`config.mk`:
```
export PLATFORM = sky130hd
export DESIGN_NAME = alu16_core
export DESIGN_NICKNAME = d
export VERILOG_FILES = /design/src/rtl/alu16_pkg.sv /design/src/rtl/alu16_adder.sv /design/src/rtl/alu16_bcd.sv /design/src/rtl/alu16_unary.sv /design/src/rtl/alu16_core.sv
export SDC_FILE = /design/constraint.sdc
export NUM_CORES = 1
export LEC_CHECK = 0
export BUFFER_PORTS_ARGS = -buffer_cell sky130_fd_sc_hd__buf_2
export CORE_AREA = 2 2 90 92
export DETAILED_ROUTE_END_ITERATION = 8
export DIE_AREA = 0 0 92 94
export GPL_TIMING_DRIVEN = 0
export PLACE_DENSITY = 0.91
export SLEW_MARGIN = 20
export SYNTH_ARGS = -nofsm -noshare
export SYNTH_HDL_FRONTEND = slang
export SYNTH_SLANG_ARGS = --single-unit
```
`constraint.sdc`:
```
create_clock -name vclk -period 9.5
set_clock_uncertainty 0.05 [all_clocks]
set_input_delay 0.475 -clock vclk [all_inputs]
set_output_delay 0.475 -clock vclk [all_outputs]
set_load 0.02 [all_outputs]
```
`src/rtl/alu16_pkg.sv`:
```
package alu16_pkg;

    localparam int DATA_W = 16;

    typedef enum logic [3:0] {
        OP_MOV  = 4'd4,
        OP_ADD  = 4'd5,
        OP_ADDC = 4'd6,
        OP_SUBC = 4'd7,
        OP_SUB  = 4'd8,
        OP_CMP  = 4'd9,
        OP_DADD = 4'd10,
        OP_BIT  = 4'd11,
        OP_BIC  = 4'd12,
        OP_BIS  = 4'd13,
        OP_XOR  = 4'd14,
        OP_AND  = 4'd15
    } two_op_e;

    typedef enum logic [1:0] {
        UN_RRC  = 2'd0,
        UN_SWPB = 2'd1,
        UN_RRA  = 2'd2,
        UN_SXT  = 2'd3
    } unary_e;

    typedef enum logic [2:0] {
        FC_NONE,
        FC_ARITH,
        FC_LOGIC,
        FC_BCD,
        FC_SHIFT
    } flag_cls_e;

    typedef struct packed {
        logic [DATA_W-1:0] res;
        logic              wr;
        logic              fe;
        logic              n;
        logic              z;
        logic              c;
        logic              v;
    } alu_out_t;

endpackage

```
`src/rtl/alu16_adder.sv`:
```
module alu16_adder #(
    parameter int W = 16
) (
    input  logic [W-1:0] a_i,
    input  logic [W-1:0] b_i,
    input  logic         cin_i,
    input  logic         byte_i,
    output logic [W-1:0] sum_o,
    output logic         cout_o,
    output logic         ovf_o
);
    localparam int HW = W / 2;

    logic [W:0]  full_d;
    logic [HW:0] half_d;
    logic        a_top, b_top, s_top;

    always_comb begin
        full_d = {1'b0, a_i} + {1'b0, b_i} + {{W{1'b0}}, cin_i};
        half_d = {1'b0, a_i[HW-1:0]} + {1'b0, b_i[HW-1:0]} + {{HW{1'b0}}, cin_i};
        if (byte_i) begin
            sum_o  = {{(W-HW){1'b0}}, half_d[HW-1:0]};
            cout_o = half_d[HW];
            a_top  = a_i[HW-1];
            b_top  = b_i[HW-1];
            s_top  = half_d[HW-1];
        end else begin
            sum_o  = full_d[W-1:0];
            cout_o = full_d[W];
            a_top  = a_i[W-1];
            b_top  = b_i[W-1];
            s_top  = full_d[W-1];
        end
        ovf_o = (a_top == b_top) && (s_top != a_top);
    end

endmodule

```
`src/rtl/alu16_bcd.sv`:
```
module alu16_bcd #(
    parameter int W = 16
) (
    input  logic [W-1:0] a_i,
    input  logic [W-1:0] b_i,
    input  logic         cin_i,
    input  logic         byte_i,
    output logic [W-1:0] sum_o,
    output logic         cout_o
);
    localparam int ND = W / 4;
    localparam int HW = W / 2;

    logic [W-1:0] dig_d;
    logic [4:0]   part_d;
    logic         chain_d;
    logic         mid_d;

    always_comb begin
        chain_d = cin_i;
        mid_d   = 1'b0;
        dig_d   = '0;
        part_d  = '0;
        for (int g = 0; g < ND; g++) begin
            part_d = {1'b0, a_i[4*g +: 4]} + {1'b0, b_i[4*g +: 4]} + {4'b0, chain_d};
            if (part_d >= 5'd10) begin
                dig_d[4*g +: 4] = part_d[3:0] + 4'd6;
                chain_d         = 1'b1;
            end else begin
                dig_d[4*g +: 4] = part_d[3:0];
                chain_d         = 1'b0;
            end
            if (g == ND/2 - 1) mid_d = chain_d;
        end
        sum_o  = byte_i ? {{(W-HW){1'b0}}, dig_d[HW-1:0]} : dig_d;
        cout_o = byte_i ? mid_d : chain_d;
    end

endmodule

```
`src/rtl/alu16_unary.sv`:
```
module alu16_unary import alu16_pkg::*; #(
    parameter int W = 16
) (
    input  logic [W-1:0] opnd_i,
    input  logic         cin_i,
    input  unary_e       sel_i,
    input  logic         byte_i,
    output logic [W-1:0] res_o,
    output logic         cout_o
);
    localparam int HW = W / 2;

    always_comb begin
        cout_o = opnd_i[0];
        case (sel_i)
            UN_RRC: res_o = byte_i ? {{(W-HW){1'b0}}, cin_i, opnd_i[HW-1:1]}
                                   : {cin_i, opnd_i[W-1:1]};
            UN_RRA: res_o = byte_i ? {{(W-HW){1'b0}}, opnd_i[HW-1], opnd_i[HW-1:1]}
                                   : {opnd_i[W-1], opnd_i[W-1:1]};
            UN_SWPB: res_o = {opnd_i[HW-1:0], opnd_i[W-1:HW]};
            default: res_o = {{(W-HW){opnd_i[HW-1]}}, opnd_i[HW-1:0]};
        endcase
    end

endmodule

```
`src/rtl/alu16_core.sv`:
```
module alu16_core import alu16_pkg::*; (
    input  logic [DATA_W-1:0] src_i,
    input  logic [DATA_W-1:0] dst_i,
    input  logic              carry_i,
    input  logic [3:0]        op_i,
    input  logic              byte_i,
    input  logic              unary_i,
    output logic [DATA_W-1:0] res_o,
    output logic              wr_en_o,
    output logic              flag_en_o,
    output logic              n_o,
    output logic              z_o,
    output logic              c_o,
    output logic              v_o
);
    localparam int HW = DATA_W / 2;

    two_op_e           opc;
    unary_e            usel;
    logic              full_width;
    logic              narrow;
    logic              sub_mode;
    logic              add_cin;
    logic [DATA_W-1:0] add_b;
    logic [DATA_W-1:0] add_sum;
    logic              add_cout, add_ovf;
    logic [DATA_W-1:0] bcd_sum;
    logic              bcd_cout;
    logic [DATA_W-1:0] un_res;
    logic              un_cout;
    flag_cls_e         cls_d;
    logic [DATA_W-1:0] raw_d;
    logic              msb_d, zero_d;
    alu_out_t          out_d;

    assign opc        = two_op_e'(op_i);
    assign usel       = unary_e'(op_i[1:0]);
    assign full_width = unary_i && (usel == UN_SWPB || usel == UN_SXT);
    assign narrow     = byte_i && !full_width;
    assign sub_mode   = (opc == OP_SUBC) || (opc == OP_SUB) || (opc == OP_CMP);
    assign add_b      = sub_mode ? ~src_i : src_i;

    always_comb begin
        case (opc)
            OP_ADDC, OP_SUBC: add_cin = carry_i;
            OP_SUB,  OP_CMP:  add_cin = 1'b1;
            default:          add_cin = 1'b0;
        endcase
    end

    alu16_adder #(.W(DATA_W)) u_adder (
        .a_i    (dst_i),
        .b_i    (add_b),
        .cin_i  (add_cin),
        .byte_i (narrow),
        .sum_o  (add_sum),
        .cout_o (add_cout),
        .ovf_o  (add_ovf)
    );

    alu16_bcd #(.W(DATA_W)) u_bcd (
        .a_i    (dst_i),
        .b_i    (src_i),
        .cin_i  (carry_i),
        .byte_i (narrow),
        .sum_o  (bcd_sum),
        .cout_o (bcd_cout)
    );

    alu16_unary #(.W(DATA_W)) u_unary (
        .opnd_i (src_i),
        .cin_i  (carry_i),
        .sel_i  (usel),
        .byte_i (narrow),
        .res_o  (un_res),
        .cout_o (un_cout)
    );

    always_comb begin
        out_d = '0;
        cls_d = FC_NONE;
        raw_d = '0;
        if (unary_i) begin
            raw_d    = un_res;
            out_d.wr = 1'b1;
            case (usel)
                UN_SWPB: cls_d = FC_NONE;
                UN_SXT:  cls_d = FC_LOGIC;
                default: cls_d = FC_SHIFT;
            endcase
        end else begin
            case (opc)
                OP_MOV: begin raw_d = src_i;           out_d.wr = 1'b1; end
                OP_BIC: begin raw_d = dst_i & ~src_i;  out_d.wr = 1'b1; end
                OP_BIS: begin raw_d = dst_i | src_i;   out_d.wr = 1'b1; end
                OP_ADD, OP_ADDC, OP_SUBC, OP_SUB: begin
                    raw_d = add_sum; out_d.wr = 1'b1; cls_d = FC_ARITH;
                end
                OP_CMP:  begin raw_d = add_sum; cls_d = FC_ARITH; end
                OP_DADD: begin raw_d = bcd_sum; out_d.wr = 1'b1; cls_d = FC_BCD; end
                OP_BIT:  begin raw_d = dst_i & src_i; cls_d = FC_LOGIC; end
                OP_XOR:  begin raw_d = dst_i ^ src_i; out_d.wr = 1'b1; cls_d = FC_LOGIC; end
                OP_AND:  begin raw_d = dst_i & src_i; out_d.wr = 1'b1; cls_d = FC_LOGIC; end
                default: raw_d = '0;
            endcase
        end
        if (narrow) raw_d[DATA_W-1:HW] = '0;
        msb_d     = narrow ? raw_d[HW-1] : raw_d[DATA_W-1];
        zero_d    = (raw_d == '0);
        out_d.res = raw_d;
        out_d.fe  = (cls_d != FC_NONE);
        if (cls_d != FC_NONE) begin
            out_d.n = msb_d;
            out_d.z = zero_d;
        end
        case (cls_d)
            FC_ARITH: begin out_d.c = add_cout; out_d.v = add_ovf; end
            FC_LOGIC: out_d.c = !zero_d;
            FC_BCD:   out_d.c = bcd_cout;
            FC_SHIFT: out_d.c = un_cout;
            default:  out_d.c = 1'b0;
        endcase
    end

    assign res_o     = out_d.res;
    assign wr_en_o   = out_d.wr;
    assign flag_en_o = out_d.fe;
    assign n_o       = out_d.n;
    assign z_o       = out_d.z;
    assign c_o       = out_d.c;
    assign v_o       = out_d.v;

    always_comb begin
        if (!unary_i && opc == OP_ADD && src_i == '0 && !byte_i)
            assert_add_identity_R1: assert (res_o == dst_i && !c_o && wr_en_o)
                else $error("add of zero changed operand");
        if (!unary_i && opc == OP_SUB && src_i == '0 && !byte_i)
            assert_sub_no_borrow_R2: assert (c_o && res_o == dst_i)
                else $error("subtract of zero reported borrow");
        if (!unary_i && opc == OP_ADD && !byte_i && !src_i[DATA_W-1]
            && !dst_i[DATA_W-1] && res_o[DATA_W-1])
            assert_add_overflow_R3: assert (v_o)
                else $error("positive overflow not flagged");
        if (flag_en_o && !unary_i && (opc == OP_AND || opc == OP_XOR || opc == OP_BIT))
            assert_logic_carry_R4: assert (c_o == !z_o && !v_o)
                else $error("logical carry rule broken");
        if (!flag_en_o)
            assert_quiet_flags_R5: assert ({n_o, z_o, c_o, v_o} == 4'b0000)
                else $error("flags driven without update");
        if (!unary_i && (opc == OP_CMP || opc == OP_BIT))
            assert_test_no_write_R6: assert (!wr_en_o && flag_en_o)
                else $error("test operation wrote destination");
        if (!unary_i && opc == OP_DADD && byte_i && dst_i[7:4] <= 4'd9 && dst_i[3:0] <= 4'd9
            && src_i[7:4] <= 4'd9 && src_i[3:0] <= 4'd9)
            assert_bcd_digits_R7: assert (res_o[7:4] <= 4'd9 && res_o[3:0] <= 4'd9)
                else $error("decimal digit out of range");
        if (unary_i && usel == UN_SWPB)
            assert_swap_no_flags_R8: assert (wr_en_o && !flag_en_o && res_o == {src_i[HW-1:0], src_i[DATA_W-1:HW]})
                else $error("byte swap misbehaved");
        if (narrow)
            assert_byte_upper_R9: assert (res_o[DATA_W-1:HW] == '0)
                else $error("upper byte not cleared");
        if (!unary_i && op_i < 4'd4)
            assert_unused_code_R10: assert (!wr_en_o && !flag_en_o && res_o == '0)
                else $error("unused code had effect");
        if (flag_en_o && res_o == '0)
            assert_zero_flag_R11: assert (z_o)
                else $error("zero result without zero flag");
    end

endmodule

```
# ---- Word-level counts from Yosys, hierarchy flattened
# Cells that the tools add are included.
dict set report totals {
  reg_bits 0
  elab_cells 95
}
dict set report classes {
  add_sub_neg 16
  n_lt_le_gt_ge 4
  n_eq_ne 21
  muxes 32
  bitwise 5
  reduce_logical 17
}
# op count
set ops {}
lappend ops {{$pmux W16 S7} 1}
lappend ops {{$mux W16} 6}
lappend ops {{$pmux W16 S3} 1}
lappend ops {{$and A16 B16 Y16} 2}
lappend ops {{$eq A4 B4 Y1 const B} 8}
lappend ops {{$add A4 B4 Y5} 4}
lappend ops {{$add A5 B1 Y5} 4}
lappend ops {{$ge A5 B4 Y1 const B} 4}
lappend ops {{$add A16 B16 Y17} 1}
lappend ops {{$add A17 B1 Y17} 1}
lappend ops {{$add A4 B3 Y4 const B} 4}
lappend ops {{$eq A4 B3 Y1 const B} 4}
lappend ops {{$logic_not A16 Y1} 1}
lappend ops {{$mux W4} 4}
lappend ops {{$not A16 Y16} 1}
lappend ops {{$or A16 B16 Y16} 1}
lappend ops {{$xor A16 B16 Y16} 1}
lappend ops {{$mux W1} 13}
lappend ops {{$reduce_or A10 Y1} 1}
lappend ops {{$add A8 B8 Y9} 1}
lappend ops {{$add A9 B1 Y9} 1}
lappend ops {{$mux W8} 1}
lappend ops {{$eq A3 B2 Y1 const B} 2}
lappend ops {{$pmux W2 S3} 1}
lappend ops {{19 further kinds} 27}

# ---- Longest topological paths before layout
# Gate-level depths: netlist of the first run.
dict set report depth {
  depth_word 20
  ltp_mapped 36
  depth_no_buf 36
}

# ---- Hierarchy
# From an unflattened synthesis of the first run, not the netlist that was laid out.
dict set report unflattened {
  hier_cells 623
  hier_area_um2 4261.6
}
# mod instances cells_each area_each_um2 seq_area_each_um2
set by_module_without_submodules {}
lappend by_module_without_submodules {alu16_core 1 306 1938.1 0.0}
lappend by_module_without_submodules {alu16_bcd 1 132 1019.7 0.0}
lappend by_module_without_submodules {alu16_adder 1 120 917.1 0.0}
lappend by_module_without_submodules {alu16_unary 1 65 386.6 0.0}

# ---- Worst setup path after synthesis of the first run
# Ideal clock, no wire load.
dict set report synth_timing {
  path_kind {input to output}
  from {input src_i[0]}
  to {output z_o}
  arrival_time_ns 8.581
  setup_slack_ns 0.394
  stages 34
  path_buffers 0
  cell_sequence {fa_1 -> inv_1 -> fa_1 -> or2_2 -> o2111ai_1 -> nand4_1 -> fa_1 -> fa_1 -> xor2_1 -> ha_1 -> inv_1 -> a31oi_1 -> o31ai_1 -> a21oi_1 -> fa_1 -> fa_1 -> xor2_1 -> ha_1 -> inv_1 -> a31o_2 -> a31oi_1 -> fa_1 -> fa_1 -> xor2_2 -> ha_1 -> clkinv_8 -> a2111oi_1 -> or4_4 -> mux2_4 -> nor4b_4 -> o2111ai_1 -> nor4_2 -> nand3_1 -> nor2_1}
}
dict set report synth_via {
  elab_chain_cells 19
  word_cells_on_any_way 38
  classes_between {add/sub (13); order compare (4); mux (15); bitwise (5); reduce/logical (1)}
}
# item line
set synth_rtl {}
lappend synth_rtl {{start, declared} alu16_core.sv:2} ;# input logic [DATA_W-1:0] src_i,
lappend synth_rtl {{$add A4 B4 Y5} alu16_bcd.sv:25} ;# part_d = {1'b0, a_i[4*g +: 4]} + {1'b0, b_i[4*g +: 4]} + {4'b0, chain_d};
lappend synth_rtl {{$add A5 B1 Y5} alu16_bcd.sv:25}
lappend synth_rtl {{$ge A5 B4 Y1} alu16_bcd.sv:26} ;# if (part_d >= 5'd10) begin
lappend synth_rtl {{$mux W1} alu16_bcd.sv:26}
lappend synth_rtl {{$add A5 B1 Y5} alu16_bcd.sv:25}
lappend synth_rtl {{$ge A5 B4 Y1} alu16_bcd.sv:26}
lappend synth_rtl {{$mux W1} alu16_bcd.sv:26}
lappend synth_rtl {{$add A5 B1 Y5} alu16_bcd.sv:25}
lappend synth_rtl {{[3 not listed]} n/a}
lappend synth_rtl {{$add A4 B3 Y4 or $ge A5 B4 Y1 (tied branches)} {alu16_bcd.sv:27, alu16_bcd.sv:26}}
lappend synth_rtl {{$mux W4} alu16_bcd.sv:26}
lappend synth_rtl {{$mux W16} alu16_bcd.sv:35} ;# sum_o = byte_i ? {{(W-HW){1'b0}}, dig_d[HW-1:0]} : dig_d;
lappend synth_rtl {{$pmux W16 S7} alu16_core.sv:92} ;# case (opc)
lappend synth_rtl {{$mux W16 (*)} alu16_core.sv:83} ;# if (unary_i) begin
lappend synth_rtl {{$mux W8} alu16_core.sv:107} ;# if (narrow) raw_d[DATA_W-1:HW] = '0;
lappend synth_rtl {{$logic_not A16 Y1 (*)} n/a}
lappend synth_rtl {{$mux W2 (*)} alu16_core.sv:112} ;# if (cls_d != FC_NONE) begin
lappend synth_rtl {{end, declared} alu16_core.sv:12} ;# output logic z_o,
# Mark *: on every way between the ends. The rest lies on a longest branch, timed or not.

# ---- Worst setup path in the final report of the first run
dict set report layout_timing {
  from {input carry_i}
  to {output c_o}
}
dict set report layout_via {
  elab_chain_cells 19
  word_cells_on_any_way 35
  classes_between {add/sub (10); order compare (4); mux (19); reduce/logical (2)}
}
# item line
set layout_rtl {}
lappend layout_rtl {{start, declared} alu16_core.sv:4} ;# input logic carry_i,
lappend layout_rtl {{$add A5 B1 Y5} alu16_bcd.sv:25}
lappend layout_rtl {{$ge A5 B4 Y1} alu16_bcd.sv:26}
lappend layout_rtl {{$mux W1} alu16_bcd.sv:26}
lappend layout_rtl {{$add A5 B1 Y5} alu16_bcd.sv:25}
lappend layout_rtl {{$ge A5 B4 Y1} alu16_bcd.sv:26}
lappend layout_rtl {{$mux W1} alu16_bcd.sv:26}
lappend layout_rtl {{$add A5 B1 Y5} alu16_bcd.sv:25}
lappend layout_rtl {{$ge A5 B4 Y1} alu16_bcd.sv:26}
lappend layout_rtl {{[3 not listed]} n/a}
lappend layout_rtl {{$mux W4} alu16_bcd.sv:26}
lappend layout_rtl {{$mux W16} alu16_bcd.sv:35}
lappend layout_rtl {{$pmux W16 S7} alu16_core.sv:92}
lappend layout_rtl {{$mux W16} alu16_core.sv:83}
lappend layout_rtl {{$mux W8} alu16_core.sv:107}
lappend layout_rtl {{$logic_not A16 Y1} n/a}
lappend layout_rtl {{$logic_not A1 Y1} alu16_core.sv:118} ;# FC_LOGIC: out_d.c = !zero_d;
lappend layout_rtl {{$pmux W1 S4 (*)} alu16_core.sv:116} ;# case (cls_d)
lappend layout_rtl {{end, declared} alu16_core.sv:13} ;# output logic c_o,
# Marked as above.

==> impl_results.md, run 1 <==
* Total gr overflow at 0
* RSZ-0062 raised after global routing: true
* PortBufs at 59
* Most used cell, CP: fa_2
* Worst Hold Class: in -> out
* Clock buffer count at 0
* Share of layout cells above drive strength 1 at 19.77%
* Synth top area share at approximately 14%
* Setup WS pre-CTS at -1.149 ns
* Pwr Density at 93.76 mW/mm^2
* CP peak stage delay at 0.50 ns
* Setup crit start kind: input port
* WP data arrival at 8.94 ns
* DP HPWL at approximately 13,000 microns
* Tightest Pin Transition at 0.8907 ns
* Final hold vios at 0
* Vias in the first global route at between 5,000 and 6,000
* Finished Cell Area at 0.005026 sq mm
* Drc violations at 0
* First-pass GRT wire length at 26,660 microns
* Final Cycle Share at between 90 and 100%
* Final number of setup-violating endpoints at 0
* Post-CTS Hold Buffers at 0
* Reg area at 0 sq um
* Initial antenna violation count at 0
* Routed WL per cell at approximately 22 microns
* Vias at 5,483
* Slew Limit Fails at 0
* Sequential cell area fraction in the yosys report at 0%
* Fin nets at 786
* Largest area contributor in the netlist: ha_1
* Kind of critical path: in -> out
* Status: complete, no violations
* Layout area overhead at 19.34%
* Drt pass-1 iters at 8
* Die area at 0.008648 sq mm
* GPL Wtd Cong at 1.048
* Achievable Freq at approximately 110 MHz
* Synth cell types at 88
* Hold Path Depth at 4
* Post-synthesis instance total at 609
* Vias per cell at between 6 and 7
* Starting Density at 55.36%
* Initial drt markers at 712
* Final min period at 9.468 ns
* Syn_nets at 705
* Setup TNS at 0 ns
* Maximum vdd drop at 55.44 uV
* Number of top-level pins at slightly above 60
* Final Core Density at 66.07%
* Routed WL at 17,550 microns
* Worst Hold End: c_o
* Area after DPL at 0.004634 sq mm
* Largest net degree at the start of global routing at 11
* Hold path startpoint: byte_i
* Core box area at 0.007607 sq mm
* Diode count at 0
* Synth area leaders: ha_1 (14%), inv_1 (4.9%), xnor2_1 (4.8%), fa_1 (4.8%), nand2_1 (4.7%)
* Max_cap viols at 0
* Global Route Usage Sum at 38.95%
* Setup WS post-layout at 0.03195 ns
* Slowest stage cell, crit path: or4_4
* Pleak at 2.217 nW
* Crit. End Element: output pin
* WP data required at 8.98 ns
* Synth Area per Inst at 6.915 sq um
* DIE WIDTH at 92 microns
* Hold Slack at approximately 1.4 ns
* Die height at 94 microns
* Sequential cell count at 0
* Crit Path Max Fanout at 4
* Cell Area, Synth at 0.004212 sq mm
* Rel. slew slack at 40.62%
* Yosys warns at 0
* Row Count at 32
* Post-route ant nets at 0
-- critical path: cells and delay by family --
family	cells	cell delay, ns
fa+ha+maj	9	3.43
simple gates	7	2.10
compound gates	9	1.59
buf+inv	5	0.58
xor+xnor	2	0.43
mux	1	0.33
-- synthesized netlist by cell type (6+ instances only) --
library cell / n
a31oi_1: 12
a2111oi_0: 6
o211ai_1: 16
clkbuf_1: 21
o221ai_1: 6
a22oi_1: 7
nor2b_1: 7
mux2i_1: 14
nand3_1: 15
xor2_1: 8
fa_1: 10
nor3_1: 12
a221oi_1: 6
xnor2_1: 23
a21o_1: 8
and3_1: 11
o2bb2ai_1: 6
nand2_1: 53
o21ai_1: 21
o21ai_0: 28
ha_1: 47
nor2_1: 48
nand2b_1: 9
a21oi_1: 39
inv_1: 55
nor4_1: 6
-- timing repair --
item | 4_1_cts | 5_1_grt
buffers inserted | 6 | 14
pin swaps | 9 | 27
gates resized for setup | 22 | 27
endpoints found under the setup margin | 4 | 2
gates cloned | 0 | 0
-- worst max-delay path by stage --
stage / from / to / cells past startpoint
2_1_floorplan: src_i[0] / z_o / 34
3_3_place_gp: src_i[0] / c_o / 35
3_5_place_dp: src_i[0] / c_o / 35
4_1_cts: src_i[0] / c_o / 34
5_1_grt: src_i[0] / c_o / 33
6_report: carry_i / c_o / 33
-- per-stage QoR --
stage,cells,power (W)
floorplan,609,0.0002710
global placement,770,0.0003657
detailed placement,770,0.0003787
CTS,776,0.0004099
global route,790,0.0004977
finish,790,0.0004712
-- cell usage in the layout, fill, tap and decap left out, types with 12 or more instances in the layout --
cell       n
a21oi_1   38
buf_2     56
buf_4     24
clkbuf_1  21
ha_1      43
inv_1     52
mux2i_1   14
nand2_1   53
nand3_1   15
nor2_1    48
nor3_1    12
o211ai_1  16
o21ai_0   28
o21ai_1   20
xnor2_1   22
-- routing by layer --
layer	track usage, %	share of wire [%]	up-vias
li1	-	-	2443
met4	19.03	5.4	0
met2	66.05	45	444
met3	4.735	12	93
met1	48.91	37	2503
met5	0	0	-
-- power breakdown --
part | internal, W | switching [W]
sequential | 0 | 0
combinational | 0.000190 | 0.000282
clock | 0 | 0
total | 0.000190 | 0.000282
-- layout make-up --
cell class | count | area [sq um]
buffer | 32 | 166.4
tap | 102 | 127.6
inverter | 58 | 235.2
multi-input combinational | 519 | 4028
fill | 688 | 2581
timing repair buffer | 79 | 469.2
-- cell families after synthesis --
logic type	count (synthesis)	share of synthesized area [%]
xor+xnor	32	6.833
simple gates	198	24.54
fa+ha+maj	57	18.72
compound gates	217	36.69
mux	15	3.684
buf+inv	90	9.537
No activity file was read; power rests on OpenSTA's default activity.
==> inputs of run 2 (changes only) <==
--- a/config.mk
+++ b/config.mk
@@ -10,8 +10,8 @@
 export DETAILED_ROUTE_END_ITERATION = 8
 export DIE_AREA = 0 0 92 94
 export GPL_TIMING_DRIVEN = 0
-export PLACE_DENSITY = 0.91
-export SLEW_MARGIN = 20
+export PLACE_DENSITY_LB_ADDON = 0.2
+export SLEW_MARGIN = 0
 export SYNTH_ARGS = -nofsm -noshare
 export SYNTH_HDL_FRONTEND = slang
 export SYNTH_SLANG_ARGS = --single-unit
==> impl_results.md, run 2 (same netlist as run 1, synthesis figures left out) <==
* Status: finished with violations
* Failing checks: setup timing
* Number of top-level pins at 61
* Commonest cells after routing, fill and taps aside: buf_2 (57), nand2_1 (53), inv_1 (52)
* WP data required at 8.98 ns
* Routed WL at roughly 17,000 microns
* Achievable Freq at 105.2 MHz
* WP data arrival at 8.98 ns
* PortBufs at just under 60
* Drc violations at 0
* Post-route ant nets at 0
* Tightest Pin Transition at 0.8592 ns
* RSZ-0062 raised after global routing: true
* First-pass GRT wire length at 27,390 microns
* Global Route Usage Sum at 40.00%
* Net Sw Power at 0.0002726 W
* Comb power frac at 100.0%
* Setup WS pre-CTS at -1.142 ns
* Slew Limit Fails at 0
* Clock buffer count at 0
* Post-CTS Hold Buffers at 0
* Hold Path Depth at 4
* Max_cap viols at 0
* Multi-input logic area at 0.004021 sq mm
* Starting Density at between 50% and 60%
* Reg area at 0 sq um
* Total gr overflow at 0
* Share of layout cells above drive strength 1 at 19.35%
* Slowest stage cell, crit path: or4_4
* Rel. slew slack at about 43%
* Vias in the first global route at a little over 5,000
* Final min period at 9.509 ns
* Largest net degree at the start of global routing at 11
* Final Cycle Share at 100.1%
* Setup crit start kind: input port
* Switching part of the total power at 60.00%
* Commonest non-fill, non-tap cell in the layout: buf_2
* Vias at 5,368
* Die area at between 0.008 and 0.009 sq mm
* CP peak stage delay at about 0.50 ns
* Fin nets at just under 800
* Maximum vdd drop at between 60 and 70 uV
* Clk pwr share at 0%
* Kind of critical path: in -> out
* Sequential power share at 0%
* Hold path startpoint: byte_i
* Layout area overhead at 18.15%
* Filler cell count at between 700 and 800
* GPL Wtd Cong at 1.084
* DP HPWL at 13,340 microns
* Row Count at 32
* Die height at 94 microns
* Initial antenna violation count at 0
* Core box area at 0.007607 sq mm
* DIE WIDTH at 92 microns
* Sequential cell count at 0
* Final hold vios at 0
* Pleak at approximately 2.2 nW
* Drt pass-1 iters at 5
* Diode count at 0
* Crit Path Max Fanout at 4
* Internal power at about 0.00018 W
* Final number of setup-violating endpoints at 1
* Crit. End Element: output pin
* Vias per cell at around 7
* Worst Hold Class: in -> out
* Initial drt markers at between 600 and 700
* Pwr Density at 91.32 mW/mm^2
* Most used cell, CP: fa_2
* Final Core Density at 65.41%
* Routed WL per cell at 22.24 microns
* Setup WS post-layout at -0.008624 ns
* Worst Hold End: c_o
run 2: changes by cell type in the layout (fill, tap and decap cells not counted):
cell    before  now
buf_4       24   16
nor2_1      48   47
buf_6        5    6
fa_2         7    8
nor2_2       0    1
fa_1         3    2
buf_2       56   57
xor2_2       1    2
xor2_4       2    1
run 2: how the worst max path moves through the flow:
stage | start | to | slack (ns) | cells past startpoint
2_1_floorplan | src_i[0] | z_o | 0.39 | 34
3_3_place_gp | src_i[0] | c_o | -0.98 | 35
3_5_place_dp | src_i[0] | c_o | -1.14 | 35
4_1_cts | src_i[0] | c_o | 0.008 | 34
5_1_grt | dst_i[0] | c_o | -0.12 | 34
6_report | dst_i[0] | c_o | -0.009 | 34
run 2: worst max-delay path, delay by kind of cell:
family	cells	cell delay (ns)
adder cells (fa/ha/maj)	10	3.67
AND/OR/NAND/NOR	7	2.17
AO/OA/AOI/OAI	9	1.52
buffers and inverters	5	0.42
XOR/XNOR	2	0.39
multiplexers	1	0.32
run 2: final cells by class:
| cell class | count | area share (%) |
|---|---|---|
| multi-input cells | 519 | 80.81 |
| plain buffers | 32 | 3.344 |
| inverters | 58 | 4.727 |
| repair buffers | 73 | 8.549 |
| well taps | 102 | 2.565 |
run 2: routing by layer:
| metal | global-route usage [%] | part of all wire [%] | vias to the layer above |
|---|---|---|---|
| met2 | 66.67 | 44 | 400 |
| li1 | - | - | 2417 |
| met4 | 21.52 | 6.6 | 0 |
| met3 | 4.815 | 11 | 101 |
| met1 | 50.41 | 38 | 2450 |
| met5 | 0 | 0 | - |
run 2: power by group through the flow:
stage | Sequential (W) | Combinational [W] | Clock (W)
floorplan | 0 | 0.000271 | 0
detailed placement | 0 | 0.000379 | 0
CTS | 0 | 0.000409 | 0
global route | 0 | 0.000487 | 0
finish | 0 | 0.000454 | 0
global placement | 0 | 0.000371 | 0
run 2: per-stage QoR:
| stage | setup TNS, ns | instance area [sq um] | cells | hold WS, ns | total power, W |
|---|---|---|---|---|---|
| floorplan | 0 | 4212 | 609 | 1.150 | 0.0002710 |
| global placement | -2.116 | 4634 | 770 | 1.438 | 0.0003714 |
| detailed placement | -2.855 | 4634 | 770 | 1.445 | 0.0003789 |
| CTS | 0 | 4783 | 776 | 1.447 | 0.0004091 |
| global route | -0.2160 | 4976 | 784 | 1.433 | 0.0004873 |
| finish | -0.008624 | 4976 | 784 | 1.431 | 0.0004544 |
run 2: timing repair:
action	CTS	global route
gates resized for setup	22	28
pin swaps	10	26
endpoints found under the setup margin	5	2
setup buffers	6	8
